==> src/rtl/txmode_pkg.sv <==
package txmode_pkg;
  typedef enum logic [1:0] {
    MD_SLEEP = 2'd0,
    MD_STBY  = 2'd1,
    MD_SYNTH = 2'd2,
    MD_TX    = 2'd3
  } md_e;
endpackage

==> src/rtl/txmode_req_filter.sv <==
// Registers the requested target mode; out-of-range codes keep the old target.
module txmode_req_filter
  import txmode_pkg::*;
(
  input  logic       clk,
  input  logic       rst_n,
  input  logic [2:0] req_code,
  output md_e        tgt
);
  always_ff @(posedge clk or negedge rst_n) begin
    if (!rst_n)             tgt <= MD_SLEEP;
    else if (!req_code[2])  tgt <= md_e'(req_code[1:0]);
  end
endmodule

==> src/rtl/txmode_setup_timer.sv <==
// Counts the amplifier set-up delay while enabled.
module txmode_setup_timer #(
  parameter int CYC_PER_US = 4,
  parameter int BIT_W      = 16,
  parameter int DLY_W      = 20
) (
  input  logic             clk,
  input  logic             rst_n,
  input  logic             run,
  input  logic             ook_sel,
  input  logic [3:0]       ramp_code,
  input  logic [BIT_W-1:0] bit_cyc,
  output logic             done
);
  localparam int OOK_BASE = 5 * CYC_PER_US;

  function automatic int ramp_us(input logic [3:0] c);
    case (c)
      4'd0:  ramp_us = 2000;
      4'd1:  ramp_us = 1000;
      4'd2:  ramp_us = 500;
      4'd3:  ramp_us = 250;
      4'd4:  ramp_us = 125;
      4'd5:  ramp_us = 100;
      4'd6:  ramp_us = 62;
      4'd7:  ramp_us = 50;
      4'd8:  ramp_us = 40;
      4'd9:  ramp_us = 31;
      4'd10: ramp_us = 25;
      4'd11: ramp_us = 20;
      4'd12: ramp_us = 15;
      4'd13: ramp_us = 12;
      4'd14: ramp_us = 10;
      default: ramp_us = 8;
    endcase
  endfunction

  logic [DLY_W-1:0] dly;
  logic [DLY_W-1:0] cnt;

  always_comb begin
    if (ook_sel) dly = DLY_W'(OOK_BASE + int'(bit_cyc >> 1));
    else         dly = DLY_W'(ramp_us(ramp_code) * CYC_PER_US);
  end

  assign done = run && (cnt == dly);

  always_ff @(posedge clk or negedge rst_n) begin
    if (!rst_n)              cnt <= '0;
    else if (!run || done)   cnt <= '0;
    else                     cnt <= cnt + 1'b1;
  end
endmodule

==> src/rtl/txmode_en_map.sv <==
// Maps the current mode onto the stacked subsystem enables.
module txmode_en_map
  import txmode_pkg::*;
(
  input  md_e  cur,
  output logic xo_en,
  output logic fs_en,
  output logic pa_en
);
  assign xo_en = (cur != MD_SLEEP);
  assign fs_en = (cur == MD_SYNTH) || (cur == MD_TX);
  assign pa_en = (cur == MD_TX);
endmodule

==> src/rtl/txmode_seq.sv <==
module txmode_seq
  import txmode_pkg::*;
#(
  parameter int CYC_PER_US = 4,
  parameter int BIT_W      = 16,
  parameter int DLY_W      = 20
) (
  input  logic             clk,
  input  logic             rst_n,
  input  logic [2:0]       req_mode,
  input  logic             rc_on_req,
  input  logic             xtal_rdy,
  input  logic             pll_lock,
  input  logic             ook_sel,
  input  logic [3:0]       ramp_code,
  input  logic [BIT_W-1:0] bit_cyc,
  output logic [2:0]       mode,
  output logic             rc_en,
  output logic             xo_en,
  output logic             fs_en,
  output logic             pa_en,
  output logic             locked,
  output logic             tx_ready
);
  md_e  tgt, cur, nxt;
  logic run, done;

  txmode_req_filter u_req (
    .clk(clk), .rst_n(rst_n), .req_code(req_mode), .tgt(tgt)
  );

  assign run = (cur == MD_SYNTH) && (tgt == MD_TX) && pll_lock;

  txmode_setup_timer #(
    .CYC_PER_US(CYC_PER_US), .BIT_W(BIT_W), .DLY_W(DLY_W)
  ) u_tmr (
    .clk(clk), .rst_n(rst_n), .run(run), .ook_sel(ook_sel),
    .ramp_code(ramp_code), .bit_cyc(bit_cyc), .done(done)
  );

  always_comb begin
    nxt = cur;
    if (tgt < cur) begin
      nxt = md_e'(cur - 2'd1);               // step down
    end else begin
      case (cur)
        MD_SLEEP: if (tgt != MD_SLEEP)          nxt = MD_STBY;
        MD_STBY:  if (tgt > MD_STBY && xtal_rdy) nxt = MD_SYNTH;
        MD_SYNTH: if (done)                     nxt = MD_TX;
        default:  if (!pll_lock)                nxt = MD_SYNTH;
      endcase
    end
  end

  always_ff @(posedge clk or negedge rst_n) begin
    if (!rst_n) begin
      cur    <= MD_SLEEP;
      rc_en  <= 1'b0;
      locked <= 1'b0;
    end else begin
      cur    <= nxt;
      rc_en  <= rc_on_req;
      locked <= pll_lock && ((nxt == MD_SYNTH) || (nxt == MD_TX));
    end
  end

  txmode_en_map u_en (
    .cur(cur), .xo_en(xo_en), .fs_en(fs_en), .pa_en(pa_en)
  );

  assign mode     = {1'b0, cur};
  assign tx_ready = (cur == MD_TX);
endmodule

==> config.mk <==
export PLATFORM = sky130hd
export DESIGN_NAME = txmode_seq
export DESIGN_NICKNAME = d
export VERILOG_FILES = /design/src/rtl/txmode_pkg.sv /design/src/rtl/txmode_req_filter.sv /design/src/rtl/txmode_setup_timer.sv /design/src/rtl/txmode_en_map.sv /design/src/rtl/txmode_seq.sv
export SDC_FILE = /design/constraint.sdc
export NUM_CORES = 1
export LEC_CHECK = 0
export ABC_AREA = 1
export BUFFER_PORTS_ARGS = -buffer_cell sky130_fd_sc_hd__buf_4
export CORE_ASPECT_RATIO = 1.4
export CORE_MARGIN = 4
export CORE_UTILIZATION = 40
export DETAILED_ROUTE_END_ITERATION = 16
export PLACE_DENSITY = 0.57
export SETUP_SLACK_MARGIN = 0.3
export SLEW_MARGIN = 15
export SYNTH_ARGS = -nofsm -noshare
export SYNTH_HDL_FRONTEND = slang
export SYNTH_SLANG_ARGS = --single-unit
==> constraint.sdc <==
create_clock -name clk -period 2.99 [get_ports clk]
set_clock_uncertainty 0.15 [all_clocks]
set_input_delay 0.299 -clock clk [delete_from_list [all_inputs] [get_ports clk]]
set_output_delay 0.299 -clock clk [all_outputs]
set_load 0.02 [all_outputs]
==> results of run 1 <==
## through the flow
stage	instances	util (%)	hold WS (ns)	cell area (µm²)
after CTS	450	48.68	0.05322	2670
final	451	48.81	0.06017	2678
after floorplan	346	-	-0.1466	2265
after global placement	444	47.31	0.08248	2595
after detailed placement	444	47.31	0.08596	2595
after global routing	451	48.81	0.05861	2678
## power groups by stage
stage / Clock (mW) / Sequential [mW] / Combinational (mW)
after global placement: 0 / 0.413 / 0.492
after CTS: 0.240 / 0.406 / 0.499
final: 0.230 / 0.407 / 0.497
after floorplan: 0 / 0.430 / 0.301
after global routing: 0.254 / 0.411 / 0.563
after detailed placement: 0 / 0.413 / 0.493
## cell type report
class | count | area share, %
Multi-Input combinational cell | 268 | 52.43
Sequential cell | 26 | 24.30
Timing Repair Buffer | 39 | 11.59
Inverter | 46 | 6.449
Tap cell | 68 | 3.178
Clock buffer | 4 | 2.056
## state kept, by name, summed over array words and instances, names as in the netlist
name and count:
cur 2, locked 1, rc_en 1, u_req.tgt 2
u_tmr.cnt 20
## repair_timing
action                                  CTS  global route
resized for setup                         0             0
endpoints found under the hold margin    27             0
endpoints found under the setup margin    0             1
hold buffers                              2             0
buffers inserted                          0             1
## worst paths after layout
kind	start	end	slack [ns]
min in group asynchronous	rst_n	u_tmr.cnt[0]$_DFF_PN0_	0.32
worst min register to register	u_tmr.cnt[0]$_DFF_PN0_	u_tmr.cnt[0]$_DFF_PN0_	0.32
worst min-delay path	req_mode[2]	u_req.tgt[1]$_DFFE_PN0N_	0.06
max in group asynchronous	rst_n	u_tmr.cnt[15]$_DFF_PN0_	2.11
worst max-delay path	u_tmr.cnt[1]$_DFF_PN0_	u_tmr.cnt[18]$_DFF_PN0_	0.61
worst max register to register	u_tmr.cnt[1]$_DFF_PN0_	u_tmr.cnt[18]$_DFF_PN0_	0.61
## routing by layer
layer  vias to the layer above  wire length, µm  GRT usage [%]
met5                         -                0              0
met4                         0               76          4.920
met3                         6              152          1.351
met2                        41             2756          29.82
met1                      1000             2325          20.12
li1                       1186                -              -
## cells in the final DEF (no fill, tap or decap), types with 5 or more instances in the layout
cell	count
nor2_2	5
dfrtp_1	26
nor3_1	5
ha_1	11
nand3_1	41
inv_1	45
buf_4	36
a21oi_1	14
nor2_1	31
o21ai_0	8
nand2_1	105
nor3b_1	5
## cell families after synthesis
| logic type | after synthesis |
|---|---|
| AND/OR/NAND/NOR | 219 |
| buffers and inverters | 52 |
| AO/OA/AOI/OAI | 32 |
| flip-flops | 26 |
| adder cells (fa/ha/maj) | 11 |
| XOR/XNOR | 5 |
| other | 1 |
==> results.cfg, run 1 <==
[power]
peakVddDrop_uv = 403.7
p_comb_share_pct = 43.8
leakagePower_nw = 1.336
power_mw = 1.134
p_clk_share_pct = 20.3
powerDensity_mw_per_mm2 = 423.4
internal_power_uw = 696.2
pwr-share-seq_pct = 35.9
power_switching_uw = 437.3
sw_frac_of_total_pct = 38.58

[sta]
fin_ws_ns = 0.6061
rsz0062_at_grt = false
fin_crit_ns = 2.384
period_share_pct = 79.73
hold_viol_final = 0
max_freq_mhz = 419.5
slew_violations = 0
totalNegativeSetupSlack_ns = 0
setup_viol = 0

[synthesis]
avgSynthCellArea_um2 = 6.545
synth_xor_area_share_pct = 1.934
seq_area_frac_synth_pct = 28.73
synth_nets = 386
synth_area_mm2 = 0.002265
synth_fa_ha_area_share_pct = 6.077
synth_top_family_by_area = simple AND/OR/NAND/NOR gates
synth_largest_area_cell = dfrtp_1
yosys.area_share.simple_pct = 45.75
yosys_warnings = 0
synth_compound_area_share_pct = 8.066
syn_inst = 346
synth_seq_cells = 26
async_flop_share_pct = 100.0
synth.distinct_cells = 36
synth_top_area_share_pct = 28.73
synth_top_cells_by_area = dfrtp_1 (29%), nand2_1 (17%), nand3_1 (9.1%)
synthMuxAreaShare_pct = 0
synth_common_cells = nand2_1 (105), inv_1 (45), nand3_1 (41)
yosysMostFrequentCell = nand2_1
ys.flop_type = dfrtp_1
synth_edf_count = 0

[floorplanning]
dieWidth_um = 71.59
ioPinCount = 38
rows = 32
initial_core_util_pct = 41.29
die_height_um = 97.03
dieArea_mm2 = 0.006946
core_area_mm2 = 0.005485

[clocking]
cts.path.max_buffers = 2
path_clk_slew_ns = 0.09
htreeDepth = 1
tritoncts = done
cts_root_buf = clkbuf_8
clock_latency_ns = 0.27
cts_sinks = 26
cts-buffers-inserted = 3

[setup_path]
path_delay_family = simple AND/OR/NAND/NOR gates
cp_data_required_time_ns = 3.01
cp_common_cell = nand2_1
critical_path_arrival_ns = 2.40
critPathKind = register to register
start_kind = register
endpoint_kind = register
cp.depth = 15
r2r_cells = 15
slowest_delay_ns = 0.39
crit_path_max_fanout = 4
worstPathCellList = ha_1 > nand2_1 > nor2_1 > inv_2 > nor2_4 > nand3_2 > nor2_4 > nand3_2 > nor2_2 > nand2_1 > nor2_2 > nand2_1 > nor3b_2 > and3_1 > nor3_2
crit_slowest_cell = dfrtp_1
path_buf_inv = 1

[drt]
drt.antenna.violating_nets = 0
drcViolationCount = 0
via_per_inst = 4.951
drt_wl_total_um = 5311
vias = 2233
wire_per_inst_um = 11.78
drt_iter0_drc = 163
drt_first_pass_iters = 5

[global_route]
antenna_found_initial = 0
grt_pass1_vias = 2203
grt.total_usage_pct = 16.45
grt_pass1_wl_um = 9535
grt_start_max_net_pins = 27
grt_overflow = 0

[cells_and_area]
diodes = 0
fin_nets = 424
multi_input_area_mm2 = 0.001404
drive_gt1_share_pct = 16.45
area_delta_synth_final_pct = 18.23
register_area_um2 = 650.6
fill_cells = 592

[placed_design]
dp_hpwl_um = 4283
io_buffers = 35
post-place-ws_ns = 0.3513
place_congestion = 0.8211

[min_path]
hold_class = primary input to register
holdPathStages = 2

[run_status]
status = completed

[flow_run]
drv_cap = 0
Power figures use the tool's default switching activity.
==> run 2, diff against run 1 <==
PLACE_DENSITY = 0.59   (was 0.57)
clock period = 2 ns   (was 2.99 ns; I/O delays follow)
==> results.cfg, run 2 (synthesis gave the netlist of run 1 again) <==
[run_status]
status = finished with violations
violations = setup timing

[clocking]
cts-buffers-inserted = 3
cts_sinks = 26
cts.path.max_buffers = 2
htreeDepth = 1
path_clk_slew_ns = 0.09
tritoncts = done
clock_latency_ns = 0.27
cts_root_buf = clkbuf_8

[placed_design]
dp_hpwl_um = 4689
place_inst = 491
place_congestion = 0.8865
io_buffers = 35
post-place-ws_ns = -0.2333
dpl_cell_area_mm2 = 0.003062

[cells_and_area]
largest_reg_flops = 20
final_common_cell = nand2_1
multi_input_area_mm2 = 0.001662
mostFrequentLayoutCells = nand2_1 (98), buf_4 (94), nand3_1 (40)
register_area_um2 = 653.1
finalNonFillerCells = 519
fill_cells = 491
fin_nets = 492
final_area_mm2 = 0.003526
regMostFlops = u_tmr.cnt
reg.largest.list = u_tmr.cnt: 20 flops, cur: 2 flops, u_req.tgt: 2 flops
fin_util_pct = 64.28
drive_gt1_share_pct = 40.58
diodes = 0
area_delta_synth_final_pct = 55.69

[power]
sw_frac_of_total_pct = 38.76
power_switching_uw = 826.3
internal_power_mw = 1.306
powerDensity_mw_per_mm2 = 604.7
p_comb_share_pct = 58.3
pwr-share-seq_pct = 27.8
leakagePower_nw = 1.708
p_clk_share_pct = 13.9
peakVddDrop_uv = 726.6
power_mw = 2.132

[floorplanning]
rows = 32
core_area_mm2 = 0.005485
dieArea_mm2 = 0.006946
die_height_um = 97.03
initial_core_util_pct = 41.29
ioPinCount = 38
dieWidth_um = 71.59

[drt]
drcViolationCount = 0
vias = 2562
wire_per_inst_um = 12.04
drt_first_pass_iters = 4
drt_iter0_drc = 101
drt_wl_total_um = 6250
drt.antenna.violating_nets = 0
via_per_inst = 4.936

[setup_path]
critical_path_arrival_ns = 2.27
start_kind = register
reg2reg_slack_ns = -0.26
critPathKind = register to register
crit_path_max_fanout = 3
r2r_cells = 15
rr_startpoint = u_tmr.cnt[1]$_DFF_PN0_
cp_data_required_time_ns = 2.01
endpoint_kind = register
r2r-end = u_tmr.cnt[18]$_DFF_PN0_

[global_route]
antenna_found_initial = 0
grt_overflow = 0
grt_start_max_net_pins = 27
grt_pass1_vias = 2497
grt.total_usage_pct = 18.45
grt_pass1_wl_um = 10800

[min_path]
worst_hold_path.endpoint = u_req.tgt[1]$_DFFE_PN0N_
holdPathStages = 3
hold_class = primary input to register
worstHoldStart = req_mode[1]

[sta]
max_freq_mhz = 442.4
timing.hold.ws_ns = 0.03695
fin_ws_ns = -0.2602
rsz0062_at_grt = true
hold_viol_final = 0
setup_viol = 21
totalNegativeSetupSlack_ns = -1.693
fin_crit_ns = 2.260
period_share_pct = 113.0
slew_violations = 0

[flow_run]
drv_cap = 0
==> run 2: critical path: stages, from the launching register on <==
cell	delay [ns]
dfrtp_1	0.39
ha_2	0.20
nand2_2	0.06
nor2_2	0.09
inv_2	0.06
nor2_4	0.09
nand3_2	0.09
nor2_4	0.12
nand3_2	0.09
nor2_2	0.08
nand2_1	0.08
nor2_2	0.11
nand2_1	0.09
nor3b_2	0.24
and3_1	0.20
nor3_2	0.04
==> run 2: area by class of cell <==
| cell class | count | area share [%] |
|---|---|---|
| Multi-Input combinational cell | 268 | 47.13 |
| Timing Repair Buffer | 107 | 24.77 |
| Sequential cell | 26 | 18.52 |
| Inverter | 46 | 5.891 |
| Tap cell | 68 | 2.413 |
| Clock buffer | 4 | 1.278 |
==> run 2: how the worst max path moves through the flow <==
stage | cells after the start | slack, ns | endpoint | startpoint
after floorplan | 15 | -0.13 | u_tmr.cnt[18]$_DFF_PN0_ | u_tmr.cnt[0]$_DFF_PN0_
after global placement | 17 | -0.22 | u_tmr.cnt[16]$_DFF_PN0_ | ramp_code[0]
after detailed placement | 15 | -0.23 | u_tmr.cnt[18]$_DFF_PN0_ | u_tmr.cnt[0]$_DFF_PN0_
after CTS | 15 | -0.21 | u_tmr.cnt[18]$_DFF_PN0_ | u_tmr.cnt[0]$_DFF_PN0_
after global routing | 15 | -0.43 | u_tmr.cnt[18]$_DFF_PN0_ | u_tmr.cnt[1]$_DFF_PN0_
final | 15 | -0.26 | u_tmr.cnt[18]$_DFF_PN0_ | u_tmr.cnt[1]$_DFF_PN0_
==> run 2: per-layer routing <==
| metal | up-vias | global-route usage [%] | part of all wire (%) |
|---|---|---|---|
| li1 | 1335 | - | - |
| met1 | 1182 | 23.40 | 43 |
| met2 | 39 | 33.22 | 53 |
| met3 | 6 | 1.871 | 3.1 |
| met4 | 0 | 3.618 | 1.2 |
| met5 | - | 0 | 0 |
==> run 2: power groups by stage <==
stage	Sequential (mW)	Combinational (mW)	Clock, mW
6_report	0.592	1.24	0.297
5_1_grt	0.599	1.36	0.337
2_1_floorplan	0.648	0.482	0
4_1_cts	0.597	0.954	0.313
3_5_place_dp	0.605	0.858	0
3_3_place_gp	0.605	0.852	0
==> run 2: repair_timing <==
| item | in CTS | in global routing |
|---|---|---|
| resized for setup | 31 | 26 |
| buffers inserted | 12 | 8 |
| gates cloned | 1 | 0 |
| hold endpoints to repair | 29 | 0 |
| pin swaps | 10 | 8 |
| hold buffers | 3 | 0 |
| endpoints found under the setup margin | 24 | 24 |
==> run 3, diff against run 2 <==
CORE_UTILIZATION = 30   (was 40)
CTS_CLUSTER_SIZE = 8   (was unset)
GPL_ROUTABILITY_DRIVEN = 0   (was unset)
PLACE_DENSITY = 0.47   (was 0.59)
==> results.cfg, run 3 (synthesis gave the netlist of run 1 again) <==
[power]
power_mw = 2.241
leakagePower_nw = 1.716
powerDensity_mw_per_mm2 = 639.2
peakVddDrop_uv = 839.0

[floorplanning]
rows = 37
ioPinCount = 38
die_height_um = 110.8
core_area_mm2 = 0.007361
dieWidth_um = 81.43
initial_core_util_pct = 30.77
dieArea_mm2 = 0.009022

[setup_path]
cp_common_cell = nor2_4
crit_slowest_cell = dfrtp_1
critPathKind = register to register
start_kind = register
cp_data_required_time_ns = 2.02
endpoint_kind = register
worstPathCellList = nand3_1 > nor2_2 > nand2_2 > nor2_4 > nand3_2 > nor2_4 > nand3_2 > nor2_4 > nand2_2 > nor2_4 > and3_4 > and3_2 > nor3_2
path_delay_family = simple AND/OR/NAND/NOR gates
reg2reg_slack_ns = -0.22
critical_path_arrival_ns = 2.24
path_buf_inv = 0
crit_path_max_fanout = 3
slowest_delay_ns = 0.39

[cells_and_area]
largest_reg_flops = 20
fin_util_pct = 47.63
final_common_cell = nand2_1
fin_nets = 488
fill_cells = 766
diodes = 0
reg.largest.list = u_tmr.cnt: 20 flops, cur: 2 flops, u_req.tgt: 2 flops
regMostFlops = u_tmr.cnt
final_area_mm2 = 0.003506
area_delta_synth_final_pct = 54.81
drive_gt1_share_pct = 37.36
mostFrequentLayoutCells = nand2_1 (97), buf_4 (92), nand3_1 (40)
register_area_um2 = 653.1
multi_input_area_mm2 = 0.001645

[drt]
vias = 2481
wire_per_inst_um = 11.93
via_per_inst = 4.561
drt_iter0_drc = 65
drt_wl_total_um = 6491
drcViolationCount = 0
drt_first_pass_iters = 5
drt.antenna.violating_nets = 0

[placed_design]
dp_hpwl_um = 5101
io_buffers = 35
post-place-ws_ns = -0.2870
dpl_cell_area_mm2 = 0.003128

[sta]
period_share_pct = 111.0
fin_crit_ns = 2.220
totalNegativeSetupSlack_ns = -3.420
max_freq_mhz = 450.4
slew_violations = 0
fin_ws_ns = -0.2203
setup_viol = 21
rsz0062_at_grt = true
hold_viol_final = 0

[min_path]
hold_class = primary input to register

[clocking]
cts.path.max_buffers = 2
cts_root_buf = clkbuf_8
cts_sinks = 26
tritoncts = done
cts-buffers-inserted = 3
path_clk_slew_ns = 0.09
clock_latency_ns = 0.27
htreeDepth = 1

[global_route]
grt.total_usage_pct = 14.45
grt_pass1_wl_um = 10550
grt_start_max_net_pins = 27
antenna_found_initial = 0
grt_overflow = 0
grt_pass1_vias = 2430

[flow_run]
drv_cap = 0

[run_status]
violations = setup timing
status = finished with violations
==> run 3: final cells by class <==
cell class,instances,area share (%)
clock buffer,4,1.285
inverter,46,5.924
multi-input combinational,268,46.93
sequential,26,18.63
tap,97,3.462
timing repair buffer,103,23.77
==> run 3: final timing paths <==
check,start,cells past startpoint,endpoint
worst max-delay path,u_tmr.cnt[0]$_DFF_PN0_,13,u_tmr.cnt[19]$_DFF_PN0_
worst min-delay path,req_mode[1],3,u_req.tgt[1]$_DFFE_PN0N_
worst max register to register,u_tmr.cnt[0]$_DFF_PN0_,13,u_tmr.cnt[19]$_DFF_PN0_
worst min register to register,u_tmr.cnt[0]$_DFF_PN0_,2,u_tmr.cnt[0]$_DFF_PN0_
max in group asynchronous,rst_n,2,cur[1]$_DFF_PN0_
min in group asynchronous,rst_n,2,u_tmr.cnt[1]$_DFF_PN0_
==> run 3: power by group <==
part / leakage (nW) / internal, mW / total (mW) / switching [mW]
sequential: 0.348 / 0.567 / 0.592 / 0.0258
clock: 0.0228 / 0.143 / 0.310 / 0.167
combinational: 1.34 / 0.643 / 1.34 / 0.696
total: 1.72 / 1.35 / 2.24 / 0.888
==> run 3: per-stage QoR <==
stage / hold slack, ns / cells
CTS: 0.01820 / 535
global placement: -0.01053 / 524
floorplan: -0.2456 / 346
global route: 0.03523 / 544
finish: 0.01237 / 544
detailed placement: -0.01157 / 524
==> run 3: what timing repair did <==
action	CTS	global route
pin swaps	4	16
hold endpoints to repair	29	0
hold buffers	3	0
resized for setup	11	35
cloned	0	1
setup buffers	4	8
endpoints found under the setup margin	23	24
==> run 3: layer usage <==
| layer | vias to the layer above | track usage [%] | routed length [µm] |
|---|---|---|---|
| li1 | 1314 | - | - |
| met1 | 1126 | 16.39 | 2719 |
| met2 | 35 | 27.64 | 3507 |
| met3 | 6 | 1.138 | 192 |
| met4 | 0 | 3.833 | 71 |
| met5 | - | 0 | 0 |
==> run 3: worst min-delay path: cells and delay by family <==
family,cells,cell delay [ns]
AO/OA/AOI/OAI,1,0.09
buffers and inverters,1,0.07
AND/OR/NAND/NOR,1,0.03
